[src/rtl/div25_pkg.sv]
`timescale 1ns/1ps
package div25_pkg;
  // Reference cycles per repeat of the phase sequence (two 2.5 periods).
  localparam int unsigned SEQ_LEN = 5;
  localparam int unsigned CNT_W   = $clog2(SEQ_LEN);
  // Slot in which the rising-edge half of the 2.5 pulse is launched.
  localparam int unsigned PULSE_SLOT = 0;
  // Slot whose falling edge launches the second 2.5 pulse.
  localparam int unsigned MID_SLOT = (SEQ_LEN - 1) / 2;
  // Last slot of the rising-edge part of the divide-by-5 high phase.
  localparam int unsigned SPAN_LAST = MID_SLOT - 1;

  typedef struct packed {
    logic firstPair;  // rising-edge half of the 2.5 pulse
    logic lowSpan;    // rising-edge part of the divide-by-5 high phase
    logic midPoint;   // arms the falling-edge half of the 2.5 pulse
  } phaseStrobes_t;
endpackage

[src/rtl/div25_ctrl.sv]
`timescale 1ns/1ps
module div25_ctrl
  import div25_pkg::*;
#(
  parameter int unsigned SYNC_STAGES = 2
) (
  input  logic             clkIn,
  input  logic             rst,
  output logic [CNT_W-1:0] seqCount,
  output phaseStrobes_t    strb
);
  localparam logic [CNT_W-1:0] LAST_STATE = CNT_W'(SEQ_LEN - 1);
  localparam logic [CNT_W-1:0] PULSE_ST   = CNT_W'(PULSE_SLOT);
  localparam logic [CNT_W-1:0] MID_ST     = CNT_W'(MID_SLOT);
  localparam logic [CNT_W-1:0] SPAN_ST    = CNT_W'(SPAN_LAST);

  logic [SYNC_STAGES-1:0] syncQ;
  logic                   runEn;

  // Assert at once, release through a rising-edge synchronizer chain.
  generate
    if (SYNC_STAGES == 1) begin : g_sync_one
      always_ff @(posedge clkIn or posedge rst) begin
        if (rst) syncQ <= '0;
        else     syncQ <= 1'b1;
      end
    end else begin : g_sync_chain
      always_ff @(posedge clkIn or posedge rst) begin
        if (rst) syncQ <= '0;
        else     syncQ <= {syncQ[SYNC_STAGES-2:0], 1'b1};
      end
    end
  endgenerate

  assign runEn = syncQ[SYNC_STAGES-1];

  // Phase sequence and registered decodes, all on the rising edge.
  always_ff @(posedge clkIn or posedge rst) begin
    if (rst) begin
      seqCount <= '0;
      strb     <= '0;
    end else if (runEn) begin
      seqCount       <= (seqCount == LAST_STATE) ? '0 : seqCount + 1'b1;
      strb.firstPair <= (seqCount == PULSE_ST);
      strb.lowSpan   <= (seqCount <= SPAN_ST);
      strb.midPoint  <= (seqCount == MID_ST);
    end
  end
endmodule

[src/rtl/div25_dp.sv]
`timescale 1ns/1ps
module div25_dp
  import div25_pkg::*;
(
  input  logic          clkIn,
  input  logic          rst,
  input  phaseStrobes_t strb,
  output logic          lateHalf,
  output logic          clkOut25,
  output logic          clkOut5
);
  logic lateTail;

  // Falling-edge bank: each register follows a rising-edge strobe half a cycle later.
  always_ff @(negedge clkIn or posedge rst) begin
    if (rst) begin
      lateHalf <= 1'b0;
      lateTail <= 1'b0;
    end else begin
      lateHalf <= strb.midPoint;
      lateTail <= strb.lowSpan;
    end
  end

  // OR of registers only; the two inputs never move in opposite directions at once.
  assign clkOut25 = strb.firstPair | lateHalf;
  assign clkOut5  = strb.lowSpan | lateTail;
endmodule

[src/rtl/half_ratio_clkdiv.sv]
`timescale 1ns/1ps
module half_ratio_clkdiv
  import div25_pkg::*;
#(
  parameter int unsigned SYNC_STAGES = 2
) (
  input  logic clkIn,
  input  logic rst,
  output logic clkOut25,
  output logic clkOut5
);
  logic [CNT_W-1:0] seqCount;
  phaseStrobes_t    strb;
  logic             lateHalf;

  div25_ctrl #(.SYNC_STAGES(SYNC_STAGES)) uCtrl (
    .clkIn    (clkIn),
    .rst      (rst),
    .seqCount (seqCount),
    .strb     (strb)
  );

  div25_dp uDp (
    .clkIn    (clkIn),
    .rst      (rst),
    .strb     (strb),
    .lateHalf (lateHalf),
    .clkOut25 (clkOut25),
    .clkOut5  (clkOut5)
  );
endmodule

[config.mk]
export PLATFORM = sky130hd
export DESIGN_NAME = half_ratio_clkdiv
export DESIGN_NICKNAME = d
export VERILOG_FILES = /design/src/rtl/div25_pkg.sv /design/src/rtl/div25_ctrl.sv /design/src/rtl/div25_dp.sv /design/src/rtl/half_ratio_clkdiv.sv
export SDC_FILE = /design/constraint.sdc
export NUM_CORES = 1
export LEC_CHECK = 0
export ABC_CLOCK_PERIOD_IN_PS = 3500
export BUFFER_PORTS_ARGS = -buffer_cell sky130_fd_sc_hd__buf_2
export CAP_MARGIN = 30
export CORE_MARGIN = 4
export CORE_UTILIZATION = 31
export CTS_BUF_LIST = sky130_fd_sc_hd__clkbuf_2
export DETAILED_ROUTE_END_ITERATION = 8
export HOLD_SLACK_MARGIN = 0.05
export PLACE_DENSITY = 0.51
export SKIP_LAST_GASP = 1
export SYNTH_ARGS = -nofsm -noshare
export SYNTH_HDL_FRONTEND = slang
export SYNTH_HIERARCHICAL = 1
export SYNTH_SLANG_ARGS = --single-unit
[constraint.sdc]
create_clock -name clkIn -period 3.5 [get_ports clkIn]
set_input_delay 0.7 -clock clkIn [delete_from_list [all_inputs] [get_ports clkIn]]
set_output_delay 0.7 -clock clkIn [all_outputs]
set_load 0.005 [all_outputs]
After elaboration in Yosys (flattened, before gate mapping)
Index checks and enable logic that the tools add are counted.
- add/subtract/negate cells: 1
- $lt $le $gt $ge: 1
- equal/unequal tests: 2
- muxes and demuxes: 1
- bitwise logic cells: 2
- reductions and logical operators: 1
- operators by type and width (operator ; count):
    $add A3 B1 Y3 const B ; 1
    $eq A3 B2 Y1 const B ; 1
    $eq A3 B3 Y1 const B ; 1
    $le A3 B1 Y1 const B ; 1
    $logic_not A3 Y1 ; 1
    $mux W3 ; 1
    $or A1 B1 Y1 ; 2
- bits in registers: 10
- output and inout port bits: 2

Longest topological paths before layout
Gate-level depths: netlist (run 1).
- depth in word-level cells: 2
- mapped depth: 4

Hierarchy
The synthesis (run 1) kept the hierarchy.
- by module, submodules not included (module ; times used ; cells an instance ; area an instance (um^2)):
    div25_ctrl ; 1 ; 32 ; 372.9
    div25_dp ; 1 ; 5 ; 66.3

==> flow_metrics.py, run 1 <==
metrics = {
    "die": {
        "coreArea_um2": 1320,
        "row_count": 13,
        "io_pins": 4,
        "die_x_um": 45.6,
        "die_area_um2": 2080,
        "initial_utilization_pct": 33.3,
        "die_h_um": 45.6,
    },
    "logic_synthesis": {
        "synth.top_cells.by_count": "dfrtp_1, inv_1, ha_1, nand2_1, o22ai_1",
        "seq_area_frac_synth_pct": 57.0,
        "synth_cell_types": 16,
        "synth_area_leaders": "dfrtp_1, dfrtn_1, ha_1",
        "yosys.cell_count.top_type": "dfrtp_1",
        "yosys.area.top_type": "dfrtp_1",
        "async_flop_share_pct": 100,
        "ys_seq_elements": 10,
        "ys.flop_type": "dfrtp_1",
        "synth-edff-count": 0,
        "synth_area_um2": 439,
        "synthesis.nets": 42,
        "ys_warn_count": 6,
        "synthCells": 37,
        "synth_area_per_cell_um2": 11.9,
        "synth_top_area_share_pct": 45.6,
    },
    "detailed_routing": {
        "drt-initial-drc-count": 0,
        "wirelength_um": 672,
        "drc": 0,
        "vias": 255,
        "post_drt_wl_per_cell_um": 11.8,
        "final_antenna_net_count": 0,
        "viasPerCell": 4.47,
        "firstDrtPassIters": 1,
    },
    "run": {
        "maxCapViolations": 0,
    },
    "worst_setup_path": {
        "setup.worst_path.start_class": "flip-flop",
        "crit_path_end_kind": "primary output",
        "worstSetupPathType": "reg -> out",
        "cp.arrival_ns": 2.65,
        "crit_required_ns": 2.80,
        "cp_max_fo": 1,
    },
    "timing": {
        "finalHoldViolations": 0,
        "setup_viol": 0,
        "maxSlewViolCount": 0,
        "rsz0062_at_grt": "false",
        "fin_tns_setup_ns": 0,
        "fin_worst_skew_ns": 0.0108,
    },
    "grt": {
        "grt_max_degree": 11,
        "grt.overflow.total": 0,
        "antenna_found_initial": 0,
        "grt.total_usage_pct": 8.32,
        "grt_pass1_vias": 275,
        "grt_pass1_wl_um": 1150,
    },
    "clocking": {
        "clock_path_buffers": 2,
        "post_cts_resized": 0,
        "clock-sinks": 10,
        "clk_latency_ns": 0.24,
        "ctsHoldBuffers": 0,
        "htree_levels": 1,
        "cts_buffers": 3,
        "cts_tree": "yes",
        "root_buffer": "clkbuf_2",
        "clkTransAtPathRegs_ns": 0.09,
        "post_cts_buffers": 0,
    },
    "power": {
        "leakagePower_nw": 0.245,
        "powerDensity_nw_per_um2": 797,
        "peakVddDrop_v": 0.000258,
    },
    "layout": {
        "final_nets": 49,
        "fin_util_pct": 36.2,
        "num_antenna_cells": 0,
        "area_delta_synth_final_pct": 8.55,
        "layout-drive-gt1-share_pct": 26.2,
    },
    "placement": {
        "gp_congestion": 0.706,
        "portBuffers": 3,
        "dp_hpwl_um": 495,
    },
    "status": {
        "run_status": "complete, no violations",
    },
    "hold_path": {
        "hold_class": "reg -> reg",
    },
}
==> where the power goes <==
| part | internal, mW | total, mW | switching, mW |
|---|---|---|---|
| Combinational | 0.0722 | 0.125 | 0.0528 |
| Clock | 0.0234 | 0.0593 | 0.0359 |
| Sequential | 0.159 | 0.196 | 0.0363 |
==> worst paths after layout <==
path                                            from                   endpoint  slack, ns  depth (start not counted)
setup reg to reg           uCtrl/strb[1]$_DFFE_PP0P_     uDp/lateTail$_DFF_NP0_       1.17                          0
min in group asynchronous                        rst  uCtrl/strb[2]$_DFFE_PP0P_       0.40                          2
setup / recovery              uDp/lateTail$_DFF_NP0_                    clkOut5       0.15                          2
hold / removal              uCtrl/syncQ[0]$_DFF_PP0_   uCtrl/syncQ[1]$_DFF_PP0_       0.36                          0
max in group asynchronous                        rst     uDp/lateHalf$_DFF_NP0_       1.40                          2
hold reg to reg             uCtrl/syncQ[0]$_DFF_PP0_   uCtrl/syncQ[1]$_DFF_PP0_       0.36                          0
==> sequential cells by signal (all words and copies together) (netlist names) <==
register / cells
uDp/lateHalf: 1
uCtrl/strb: 3
uCtrl/syncQ: 2
uDp/lateTail: 1
uCtrl/seqCount: 3
==> routing by layer <==
metal  global-route usage [%]  wire length (um)  part of all wire, %
met5                        0                 0                    0
met4                     8.77                 0                    0
met3                     2.37                37                  5.5
met2                     12.5               355                   53
met1                     8.82               279                   42
==> cell families (layout without fill, tap and decap cells) <==
logic type               after synthesis  after routing  share of synthesized area (%)
AO/OA/AOI/OAI                          6              6                           9.69
adder cells (fa/ha/maj)                3              3                           8.55
buffers and inverters                  7             12                           7.69
flip-flops                            10             10                           57.0
multiplexers                           2              2                           6.84
other                                  1              1                          0.854
AND/OR/NAND/NOR                        8              8                           9.40
==> cells in the final DEF (no fill, tap or decap), drive strengths merged, types with 2 or more instances in the layout <==
cell type / count
buf: 3
clkbuf: 3
or2: 2
ha: 3
inv: 6
mux2: 2
nand2: 3
dfrtp: 8
dfrtn: 2
o22ai: 3
==> cell type report <==
| cell class | count | area (um^2) |
|---|---|---|
| clock buffer | 3 | 15.0 |
| inverter | 6 | 22.5 |
| tap | 15 | 18.8 |
| multi-input combinational | 20 | 155 |
| fill | 132 | 841 |
| timing repair buffer | 3 | 15.0 |
| sequential | 10 | 250 |
==> through the flow <==
| stage | hold slack (ns) | setup slack, ns | std cells | instance area [um^2] | power (mW) |
|---|---|---|---|---|---|
| after floorplan | 0.331 | 0.527 | 37 | 439 | 0.287 |
| after global placement | 0.334 | 0.415 | 54 | 462 | 0.316 |
| after detailed placement | 0.338 | 0.390 | 54 | 462 | 0.326 |
| after CTS | 0.358 | 0.110 | 57 | 477 | 0.389 |
| after global routing | 0.373 | 0.104 | 57 | 477 | 0.409 |
| final | 0.356 | 0.146 | 57 | 477 | 0.380 |
==> critical path, cell delays in order, from the launching register on <==
cell     delay (ns)
dfrtn_1        0.33
or2_1          0.22
buf_2          0.12
Power figures use the tool's default switching activity.
==> run 2: changes to the inputs <==
Settings changed: CTS_BUF_LIST sky130_fd_sc_hd__clkbuf_2 to unset.
==> run 2 against run 1 <==
Net effect:
- via count stayed put
- cell count stayed put
- combinational power hardly changed
- global-route usage stayed put
- design area is 1.6% higher
- power is 4.3% higher
- wire length stayed put
- setup slack worse by 0.030 ns
- first-iteration DRC count stayed put
- register-to-register slack better by 0.03 ns
- sequential power hardly changed
- critical endpoint unchanged
- largest power group unchanged
==> flow_metrics.py, run 2 (synthesis results as in run 1) <==
metrics = {
    "status": {
        "run_status": "complete, no violations",
    },
    "detailed_routing": {
        "vias": 255,
        "drt-initial-drc-count": 0,
        "viasPerCell": 4.47,
        "final_antenna_net_count": 0,
        "wirelength_um": 672,
        "post_drt_wl_per_cell_um": 11.8,
        "firstDrtPassIters": 1,
        "drc": 0,
    },
    "layout": {
        "regArea_um2": 250,
        "fillers": 131,
        "num_antenna_cells": 0,
        "mostFrequentLayoutCells": "dfrtp_1, inv_1",
        "layout-drive-gt1-share_pct": 26.2,
        "final_cell_count_no_fill": 57,
        "mostFrequentLayoutCell": "dfrtp_1",
        "reg_top3": "uCtrl/seqCount x3, uCtrl/strb x3, uCtrl/syncQ x2",
        "area_delta_synth_final_pct": 10.3,
        "final_nets": 49,
        "multi_input_area_um2": 155,
    },
    "worst_setup_path": {
        "reg2regPathDepth": 0,
        "crit_path_end_kind": "primary output",
        "setup.worst_path.start_class": "flip-flop",
        "r2r-start": "uCtrl/strb[1]$_DFFE_PP0P_",
        "crit_required_ns": 2.80,
        "crit_start": "uDp/lateTail$_DFF_NP0_",
        "cp_max_fo": 1,
        "cp.arrival_ns": 2.68,
        "worstSetupPathType": "reg -> out",
    },
    "grt": {
        "grt_max_degree": 11,
        "grt_pass1_vias": 275,
        "grt_pass1_wl_um": 1150,
        "grt.total_usage_pct": 8.32,
        "antenna_found_initial": 0,
        "grt.overflow.total": 0,
    },
    "die": {
        "io_pins": 4,
        "die_h_um": 45.6,
        "die_area_um2": 2080,
        "coreArea_um2": 1320,
        "initial_utilization_pct": 33.3,
        "row_count": 13,
        "die_x_um": 45.6,
    },
    "hold_path": {
        "hold_depth": 0,
        "min_from": "uCtrl/syncQ[0]$_DFF_PP0_",
        "hold_class": "reg -> reg",
    },
    "placement": {
        "gp_congestion": 0.706,
        "portBuffers": 3,
        "placed_cells": 54,
        "dp_hpwl_um": 495,
        "post-place-ws_ns": 0.390,
    },
    "timing": {
        "fin_worst_skew_ns": 0.0110,
        "finalHoldViolations": 0,
        "rsz0062_at_grt": "false",
        "maxSlewViolCount": 0,
        "setup_ws_ns": 0.117,
        "fin_tns_setup_ns": 0,
        "setup_viol": 0,
    },
    "clocking": {
        "clkTransAtPathRegs_ns": 0.06,
        "clk_latency_ns": 0.27,
        "root_buffer": "clkbuf_4",
        "cts_buffers": 3,
        "htree_levels": 1,
        "clock_path_buffers": 2,
        "post_cts_buffers": 0,
        "clock-sinks": 10,
        "post_cts_resized": 0,
        "cts_tree": "yes",
        "ctsHoldBuffers": 0,
    },
    "power": {
        "leakagePower_nw": 0.247,
        "powerDensity_nw_per_um2": 819,
        "peakVddDrop_v": 0.000268,
    },
    "run": {
        "maxCapViolations": 0,
    },
}
[run 2: cell counts in the layout (fill, tap and decap cells not counted)]
Identical to the previous run, type by type.
[run 2: where the power goes]
part           internal (mW)  leakage [nW]  switching [mW]  total, mW
sequential             0.160         0.124          0.0363      0.196
combinational         0.0722         0.109          0.0528      0.125
clock                 0.0396        0.0138          0.0359     0.0754
[run 2: cell type report]
type	instances	area share, %
clock buffers	3	4.65
flip-flops and latches	10	51.7
inverters	6	4.65
multi-input cells	20	32.0
repair buffers	3	3.10
well taps	15	3.88
[run 2: final timing paths]
kind | endpoint | slack (ns)
max | clkOut5 | 0.12
min | uCtrl/syncQ[1]$_DFF_PP0_ | 0.35
max reg2reg | uDp/lateTail$_DFF_NP0_ | 1.20
min reg2reg | uCtrl/syncQ[1]$_DFF_PP0_ | 0.35
max in group asynchronous | uDp/lateHalf$_DFF_NP0_ | 1.43
min in group asynchronous | uCtrl/strb[2]$_DFFE_PP0P_ | 0.39
[run 2: worst max-delay path, stage by stage (launching register included)]
cell and delay, ns:
dfrtn_1 0.33, or2_1 0.22, buf_2 0.12
[run 2: per-stage QoR]
stage          area (um^2)  utilization (%)  hold WS (ns)  power, mW
2_1_floorplan          439                -         0.331      0.287
3_3_place_gp           462             35.0         0.334      0.316
3_5_place_dp           462             35.0         0.338      0.326
4_1_cts                484             36.8         0.352      0.405
5_1_grt                484             36.8         0.364      0.425
6_report               484             36.8         0.349      0.396
[run 2: layer usage]
layer / vias to the layer above / wire length, um / track usage [%] / share of wire [%]
met5: - / 0 / 0 / 0
met1: 126 / 278 / 8.82 / 41
met2: 4 / 356 / 12.5 / 53
li1: 125 / - / - / -
met3: 0 / 37 / 2.37 / 5.5
met4: 0 / 0 / 8.77 / 0
